`src/rtl/hwloop_pkg.sv`:
```
package hwloop_pkg;

  typedef enum logic [1:0] {
    FLD_TOP = 2'd0,
    FLD_BOT = 2'd1,
    FLD_CNT = 2'd2,
    FLD_RSV = 2'd3
  } fld_e;

  // loop index carried in bit 2 of a field selector
  function automatic logic sel_loop(input logic [2:0] sel);
    return sel[2];
  endfunction

  function automatic fld_e sel_fld(input logic [2:0] sel);
    return fld_e'(sel[1:0]);
  endfunction

endpackage

```
`src/rtl/hwloop_ctx.sv`:
```
module hwloop_ctx
  import hwloop_pkg::*;
#(
  parameter int ADDR_W = 32,
  parameter int CNT_W  = 32
) (
  input  logic              clk,
  input  logic              rst_n,
  input  logic [ADDR_W-1:0] fetch_addr,
  input  logic              setup_hit,
  input  logic [ADDR_W-1:0] setup_top,
  input  logic [ADDR_W-1:0] setup_bottom,
  input  logic [CNT_W-1:0]  setup_cnt,
  input  logic              wr_hit,
  input  fld_e              wr_fld,
  input  logic [ADDR_W-1:0] wr_data,
  input  logic              claim,
  output logic [ADDR_W-1:0] top_o,
  output logic [ADDR_W-1:0] bottom_o,
  output logic [CNT_W-1:0]  cnt_o,
  output logic              match_o,
  output logic              again_o
);

  logic [ADDR_W-1:0] top_q, bot_q;
  logic [CNT_W-1:0]  cnt_q;

  function automatic logic [CNT_W-1:0] dec_count(input logic [CNT_W-1:0] c);
    return c - CNT_W'(1);
  endfunction

  function automatic logic [CNT_W-1:0] move_count(input logic [ADDR_W-1:0] d);
    return d[CNT_W-1:0];
  endfunction

  // setup > register write > loop-end decrement
  always_ff @(posedge clk or negedge rst_n) begin
    if (!rst_n) begin
      top_q <= '0;
      bot_q <= '0;
      cnt_q <= '0;
    end else if (setup_hit) begin
      top_q <= setup_top;
      bot_q <= setup_bottom;
      cnt_q <= setup_cnt;
    end else if (wr_hit) begin
      unique case (wr_fld)
        FLD_TOP: top_q <= wr_data;
        FLD_BOT: bot_q <= wr_data;
        FLD_CNT: cnt_q <= move_count(wr_data);
        default: ;
      endcase
    end else if (claim) begin
      cnt_q <= dec_count(cnt_q);
    end
  end

  assign match_o  = (cnt_q != '0) && (fetch_addr == bot_q);
  assign again_o  = (cnt_q > CNT_W'(1));
  assign top_o    = top_q;
  assign bottom_o = bot_q;
  assign cnt_o    = cnt_q;

endmodule

```
`src/rtl/hwloop_arb.sv`:
```
module hwloop_arb #(
  parameter int ADDR_W = 32
) (
  input  logic              fetch_valid,
  input  logic [1:0]        match,
  input  logic [1:0]        again,
  input  logic [ADDR_W-1:0] top0,
  input  logic [ADDR_W-1:0] top1,
  output logic [1:0]        claim,
  output logic              redirect_valid,
  output logic [ADDR_W-1:0] redirect_addr
);

  // inner loop (1) owns a shared bottom
  always_comb begin
    claim          = 2'b00;
    redirect_valid = 1'b0;
    redirect_addr  = '0;
    if (fetch_valid) begin
      if (match[1]) begin
        claim[1] = 1'b1;
        if (again[1]) begin
          redirect_valid = 1'b1;
          redirect_addr  = top1;
        end
      end else if (match[0]) begin
        claim[0] = 1'b1;
        if (again[0]) begin
          redirect_valid = 1'b1;
          redirect_addr  = top0;
        end
      end
    end
  end

endmodule

```
`src/rtl/hwloop_rdmux.sv`:
```
module hwloop_rdmux
  import hwloop_pkg::*;
#(
  parameter int ADDR_W = 32,
  parameter int CNT_W  = 32
) (
  input  logic [2:0]                   rd_sel,
  input  logic [1:0][ADDR_W-1:0]       tops,
  input  logic [1:0][ADDR_W-1:0]       bots,
  input  logic [1:0][CNT_W-1:0]        cnts,
  output logic [ADDR_W-1:0]            rd_data
);

  function automatic logic [ADDR_W-1:0] widen(input logic [CNT_W-1:0] c);
    logic [ADDR_W-1:0] r;
    r = '0;
    r[CNT_W-1:0] = c;
    return r;
  endfunction

  logic l;
  assign l = sel_loop(rd_sel);

  always_comb begin
    unique case (sel_fld(rd_sel))
      FLD_TOP: rd_data = tops[l];
      FLD_BOT: rd_data = bots[l];
      FLD_CNT: rd_data = widen(cnts[l]);
      default: rd_data = '0;
    endcase
  end

endmodule

```
`src/rtl/hwloop_ctrl.sv`:
```
module hwloop_ctrl
  import hwloop_pkg::*;
#(
  parameter int ADDR_W = 32,
  parameter int CNT_W  = 32
) (
  input  logic              clk,
  input  logic              rst_n,
  input  logic              fetch_valid,
  input  logic [ADDR_W-1:0] fetch_addr,
  output logic              redirect_valid,
  output logic [ADDR_W-1:0] redirect_addr,
  input  logic              wr_en,
  input  logic [2:0]        wr_sel,
  input  logic [ADDR_W-1:0] wr_data,
  input  logic              setup_en,
  input  logic              setup_loop,
  input  logic [ADDR_W-1:0] setup_top,
  input  logic [ADDR_W-1:0] setup_bottom,
  input  logic [ADDR_W-1:0] setup_src,
  input  logic              setup_half,
  input  logic [2:0]        rd_sel,
  output logic [ADDR_W-1:0] rd_data
);

  localparam int NLOOP = 2;

  function automatic logic [CNT_W-1:0] load_count(input logic [ADDR_W-1:0] src,
                                                  input logic half);
    logic [ADDR_W-1:0] v;
    v = half ? (src >> 1) : src;
    return v[CNT_W-1:0];
  endfunction

  // named internal events
  logic [NLOOP-1:0]             setup_hit_w, wr_hit_w, upd_w;
  logic [NLOOP-1:0]             match_w, again_w, claim_w;
  logic [NLOOP-1:0][ADDR_W-1:0] top_w, bot_w;
  logic [NLOOP-1:0][CNT_W-1:0]  cnt_w;
  logic [CNT_W-1:0]             setup_cnt_w;
  fld_e                         wr_fld_w;

  assign setup_cnt_w = load_count(setup_src, setup_half);
  assign wr_fld_w    = sel_fld(wr_sel);

  for (genvar l = 0; l < NLOOP; l++) begin : g_loop
    assign setup_hit_w[l] = setup_en && (setup_loop == 1'(l));
    assign wr_hit_w[l]    = wr_en && (sel_loop(wr_sel) == 1'(l)) && (wr_fld_w != FLD_RSV);
    assign upd_w[l]       = setup_hit_w[l] || wr_hit_w[l];

    hwloop_ctx #(.ADDR_W(ADDR_W), .CNT_W(CNT_W)) u_ctx (
      .clk          (clk),
      .rst_n        (rst_n),
      .fetch_addr   (fetch_addr),
      .setup_hit    (setup_hit_w[l]),
      .setup_top    (setup_top),
      .setup_bottom (setup_bottom),
      .setup_cnt    (setup_cnt_w),
      .wr_hit       (wr_hit_w[l]),
      .wr_fld       (wr_fld_w),
      .wr_data      (wr_data),
      .claim        (claim_w[l]),
      .top_o        (top_w[l]),
      .bottom_o     (bot_w[l]),
      .cnt_o        (cnt_w[l]),
      .match_o      (match_w[l]),
      .again_o      (again_w[l])
    );
  end

  hwloop_arb #(.ADDR_W(ADDR_W)) u_arb (
    .fetch_valid    (fetch_valid),
    .match          (match_w),
    .again          (again_w),
    .top0           (top_w[0]),
    .top1           (top_w[1]),
    .claim          (claim_w),
    .redirect_valid (redirect_valid),
    .redirect_addr  (redirect_addr)
  );

  hwloop_rdmux #(.ADDR_W(ADDR_W), .CNT_W(CNT_W)) u_rd (
    .rd_sel  (rd_sel),
    .tops    (top_w),
    .bots    (bot_w),
    .cnts    (cnt_w),
    .rd_data (rd_data)
  );

endmodule

```
`config.mk`:
```
export PLATFORM = sky130hd
export DESIGN_NAME = hwloop_ctrl
export DESIGN_NICKNAME = d
export VERILOG_FILES = /design/src/rtl/hwloop_pkg.sv /design/src/rtl/hwloop_ctx.sv /design/src/rtl/hwloop_arb.sv /design/src/rtl/hwloop_rdmux.sv /design/src/rtl/hwloop_ctrl.sv
export SDC_FILE = /design/constraint.sdc
export NUM_CORES = 1
export LEC_CHECK = 0
export ABC_CLOCK_PERIOD_IN_PS = 4650
export CAP_MARGIN = 20
export CORE_MARGIN = 2
export CORE_UTILIZATION = 40
export DETAILED_ROUTE_END_ITERATION = 16
export PLACE_DENSITY_LB_ADDON = 0.25
export SYNTH_ARGS = -nofsm -noshare
export SYNTH_HDL_FRONTEND = slang
export SYNTH_SLANG_ARGS = --single-unit
```
`constraint.sdc`:
```
create_clock -name clk -period 4.65 [get_ports clk]
set_input_delay 0.465 -clock clk [delete_from_list [all_inputs] [get_ports clk]]
set_output_delay 0.465 -clock clk [all_outputs]
set_load 0.01 [all_outputs]
```
**Word level (Yosys, flattened, before mapping)**

Cells that the tools add are included.

- Magnitude comparators: 3
- Reductions and logical operators: 26
- Multiplexer cells: 39
- Bitwise logic cells: 2
- Eq/ne operators: 9
- $add $sub $neg: 2

Operators with widths:

| cell | count |
|---|---|
| 32-bit two-way mux | 29 |
| 32-bit case mux with 3 select lines | 1 |
| 32-bit == test | 2 |
| 32-bit by 1-bit > comparator with 1-bit output, second input constant | 2 |
| 32-bit nonzero test | 2 |
| 32-bit by 1-bit subtractor with 32-bit output, second input constant | 2 |
| 2-bit AND reduction | 6 |
| 2-bit nonzero test | 6 |
| 1-bit logical AND | 8 |
| 1-bit two-way mux | 8 |
| 3-bit by 2-bit != test with 1-bit output, second input constant | 2 |
| 3-bit nonzero test | 2 |
| 2-bit by 1-bit == test with 1-bit output, second input constant | 2 |
| 2-bit == test, second input constant | 2 |
| 2-bit logical NOT | 2 |
| 1-bit by 2-bit less-than comparator with 1-bit output, second input constant | 1 |
| 2-bit two-way mux | 1 |
| 2-bit != test, second input constant | 1 |
| 1-bit NOT | 2 |

- Flip-flop bits (word level): 192
- Input bits: 173
- Word-level logic and storage cells: 87

**Depth between registers and ports, before layout**

- Depth after elaboration: 8
- Gate-level depth with buffers: 11
- Depth with buffers taken out: 9

**By module**

A second synthesis with hierarchy kept.

- Cells, all modules: 1,590
- Area, all modules: 14,406.3 um^2

By module, submodules not included:

| module | instances | area an instance (um^2) | cells each |
|---|---|---|---|
| hwloop_ctx | 2 | 5,645.4 | 621 |
| hwloop_rdmux | 1 | 1,706.6 | 183 |
| hwloop_arb | 1 | 840.8 | 123 |
| hwloop_ctrl | 1 | 568.0 | 42 |

**Worst setup path after synthesis**

OpenSTA, ideal clock, no wires.

- Path kind: reg2out
- Start point: register g_loop[0].u_ctx.cnt_q[28]
- End point: output redirect_addr[10]
- Arrival time: 2.687 ns
- Buffers on the path: 1
- Required time: 4.185 ns
- Setup slack: 1.498 ns
- Cell stages (with the launch flop): 9
- Cells stage by stage: dfrtp_1 or3_1 or4_1 or3_1 or3_1 and3_1 mux2i_1 buf_2 nor3_1

- Word-level cells in the longest chain between the ends: 5

Ends and longest elaborated chain:

| item | RTL line | text |
|---|---|---|
| start, declared | hwloop_ctx.sv:26 | `logic [CNT_W-1:0] cnt_q;` |
| start signal, assigned | hwloop_ctx.sv:45 | `cnt_q <= setup_cnt;` |
| start signal, assigned | hwloop_ctx.sv:50 | `FLD_CNT: cnt_q <= move_count(wr_data);` |
| start signal, assigned | hwloop_ctx.sv:54 | `cnt_q <= dec_count(cnt_q);` |
| 32-bit by 1-bit > comparator with 1-bit output or 32-bit nonzero test (tied branches) | hwloop_ctx.sv:59, hwloop_ctx.sv:58 |  |
| 32-bit two-way mux or 1-bit logical AND (tied branches) | hwloop_arb.sv:28, hwloop_ctx.sv:58 |  |
| 32-bit two-way mux * | hwloop_arb.sv:26 | `end else if (match[0]) begin` |
| 32-bit two-way mux * | hwloop_arb.sv:20 | `if (match[1]) begin` |
| 32-bit two-way mux * | hwloop_arb.sv:19 | `if (fetch_valid) begin` |
| end, declared | hwloop_ctrl.sv:12 | `output logic [ADDR_W-1:0] redirect_addr,` |

Mark *: on every way between the ends. The rest lies on a longest branch, timed or not.

**Worst setup path in the final report**

- Start point: register g_loop[0].u_ctx.cnt_q[28]
- End point: output redirect_addr[3]

The elaborated chain is that of the path after synthesis.

==> flow_summary.json <==
{
  "status": "finished, final reports clean",
  "tns_ns": 0,
  "tightest_slew_ns": 1.00,
  "start_util_pct": 40.5,
  "yosys.area.top_type": "dfrtp_1",
  "totalWireLength_um": 55100,
  "fin_crit_sh_pct": 93.0,
  "synthArstFlopShare_pct": 100,
  "hold_viol": 0,
  "cp_slowest_stage_delay_ns": 0.51,
  "clock_sinks": 192,
  "critPathTopFamily": "simple AND/OR/NAND/NOR gates",
  "dpl.hpwl_um": 41000,
  "clock_path_buffers": 2,
  "syn_to_final_growth_pct": 24.7,
  "synth_xor_xnor_area_share_pct": 5.59,
  "clkTransAtPathRegs_ns": 0.10,
  "p_leak_nw": 7.06,
  "critPathArrivalTime_ns": 3.86,
  "ys_seq_area_share_pct": 34.5,
  "cp_max_fo": 33,
  "clock_skew_ns": 0.0226,
  "synth_cells": 1682,
  "setup_viol_count_final": 0,
  "synth.top_cell.area_share_pct": 34.5,
  "cts_buffers": 17,
  "grt_first_pass_wirelength_um": 82200,
  "nets": 2022,
  "vdd_drop_max_v": 0.000281,
  "drc": 0,
  "rsz0062_at_grt": "no",
  "ys.flop_type": "dfrtp_1",
  "cts_tree": "done",
  "worstSkewPairLatency_ns": 0.46,
  "globalRouteOverflowTotal": 0,
  "max_clock_freq_ghz": 0.231,
  "wl_per_cell_um": 23.8,
  "ios": 238,
  "synth_top_family_by_area": "multiplexers",
  "start_kind": "register",
  "power_density_nw_per_um2": 336,
  "vias_per_cell": 6.01,
  "muxShareOfSynthArea_pct": 19.6,
  "period_needed_ns": 4.33,
  "num_antenna_cells": 0,
  "firstDrtPassIters": 5,
  "total_power_mw": 5.85,
  "syn_area_um2": 13900,
  "cts-htree-levels": 4,
  "slew_headroom_pct": 32.9,
  "final_util_pct": 50.5,
  "grt_pass1_vias": 13394,
  "cp_slowest_cell": "clkdlybuf4s50_1",
  "hp-class": "input port to asynchronous set/reset pin",
  "grt_start_max_net_pins": 129,
  "endpoint_kind": "primary output",
  "fin_ws_ns": 0.324,
  "max_cap_violations": 0,
  "crit_buf_inv": 2,
  "crit_type": "register to primary output",
  "synthSimpleGateAreaFrac_pct": 16.3,
  "synth_seq_cells": 192,
  "timing.hold.ws_ns": 0.00689,
  "io_buffers": 237,
  "synth_edf_count": 0,
  "required_ns": 4.18,
  "drtIter0Drc": 1274,
  "drv_slew": 0,
  "yosys-top-cells-area": "dfrtp_1, mux2i_1, o21ai_0",
  "path_cells": "or3_1 > or4_1 > or3_1 > or3_1 > and3_1 > mux2i_4 > buf_12 > nor3_1 > clkdlybuf4s50_1",
  "rows": 68,
  "postCtsResizedCells": 0,
  "cpMostUsedCell": "or3_1",
  "grt_use_total_pct": 30.1,
  "holdBufCountCts": 0,
  "synth_fa_ha_area_share_pct": 0.449,
  "root_buffer": "clkbuf_16",
  "die_height_um": 191,
  "ant_nets": 0,
  "coreArea_um2": 34500,
  "dieArea_um2": 36400,
  "dr_total_vias": 13904,
  "die_w_um": 191,
  "cts_setup_buffers": 0,
  "antenna_found_initial": 1,
  "routabilityCongestion": 1.00,
  "post-place-ws_ns": 0.727,
  "ys_types": 64,
  "syn-num-nets": 1860,
  "drive_above_1_share_pct": 6.25,
  "synth_compound_area_share_pct": 18.7,
  "yosys_warnings": 0,
  "syn_area_per_cell_um2": 8.29
}
-- power breakdown --
part	switching, mW	leakage, nW	internal [mW]
combinational	0.952	4.41	0.791
clock	0.860	0.319	0.816
sequential	0.453	2.33	1.98
-- kinds of logic (layout without fill, tap and decap cells) --
kind of cell / after synthesis / in the layout
DFF: 192 / 192
and+or+nand+nor: 507 / 507
adders and majority gates: 5 / 5
muxes: 270 / 270
AOI/OAI and AO/OA: 447 / 447
xor gates and xnor gates: 89 / 89
buffers and inverters: 172 / 347
-- layout by cell type (no fill, tap or decap), types with 26 or more instances in the layout --
cell and count:
mux2i_1 252, nor4_1 30, nand2_1 187, a21oi_1 123, o22ai_1 26, inv_1 36, clkdlybuf4s50_1 232, xnor2_1 50
o21ai_0 181, buf_4 39, nor3_1 55, nor2_1 149, xor2_1 39, dfrtp_1 192, a211oi_1 44
-- cells in the mapped netlist, types with 6 or more instances --
cell,count
a211oi_1,44
nand2_1,188
nand4_1,20
clkbuf_1,111
inv_1,36
or3_1,8
buf_2,6
xor2_1,39
o22ai_1,26
buf_1,15
mux2i_1,253
nor4_1,30
nor3_1,57
o21ai_0,182
a31oi_1,10
nand3_1,14
dfrtp_1,192
xnor2_1,50
mux2_2,13
nor2_1,150
o211ai_1,11
a21oi_1,123
-- stage by stage --
stage,instances,cell area (µm²)
3_3_place_gp,2280,16700
4_1_cts,2312,17400
6_report,2312,17400
5_1_grt,2312,17400
3_5_place_dp,2280,16700
2_1_floorplan,1682,13900
-- registers in the layout (all words and copies together) (netlist names) --
name / cells
g_loop.u_ctx.bottom_o: 64
g_loop.u_ctx.cnt_o: 64
g_loop.u_ctx.top_o: 64
-- path summary, 6_finish.rpt --
check / startpoint / end / slack (ns) / cells after the start
worst max-delay path: g_loop[0].u_ctx.cnt_o[28]$_DFFE_PN0P_ / redirect_addr[3] / 0.32 / 9
worst min-delay path: rst_n / g_loop[0].u_ctx.top_o[9]$_DFFE_PN0P_ / 0.007 / 1
worst max register to register: g_loop[0].u_ctx.cnt_o[28]$_DFFE_PN0P_ / g_loop[0].u_ctx.cnt_o[31]$_DFFE_PN0P_ / 1.10 / 8
worst min register to register: g_loop[1].u_ctx.cnt_o[9]$_DFFE_PN0P_ / g_loop[1].u_ctx.cnt_o[9]$_DFFE_PN0P_ / 0.56 / 2
max in group asynchronous: rst_n / g_loop[0].u_ctx.cnt_o[18]$_DFFE_PN0P_ / 3.44 / 2
min in group clk: g_loop[1].u_ctx.cnt_o[9]$_DFFE_PN0P_ / g_loop[1].u_ctx.cnt_o[9]$_DFFE_PN0P_ / 0.56 / 2
-- layer usage --
| metal | GRT usage, % | wire length [µm] |
|---|---|---|
| met1 | 40.0 | 22800 |
| met2 | 47.8 | 25300 |
| met3 | 4.36 | 4190 |
| met4 | 14.8 | 2760 |
| met5 | 0 | 12 |
-- worst reg2reg max path, delay by kind of cell, from the launching register on --
family | cells | cell delay, ns
compound gates | 2 | 0.59
buf+inv | 1 | 0.22
flops | 1 | 0.47
simple gates | 5 | 2.16
-- area by class of cell --
cell class,count,area (µm²)
clock inverter,15,234
multi-input combinational,1318,8520
fill,3314,17100
timing repair buffer,278,2700
clock buffer,17,425
sequential,192,4800
tap,455,569
inverter,37,139
(Power assumes the default switching activity.)
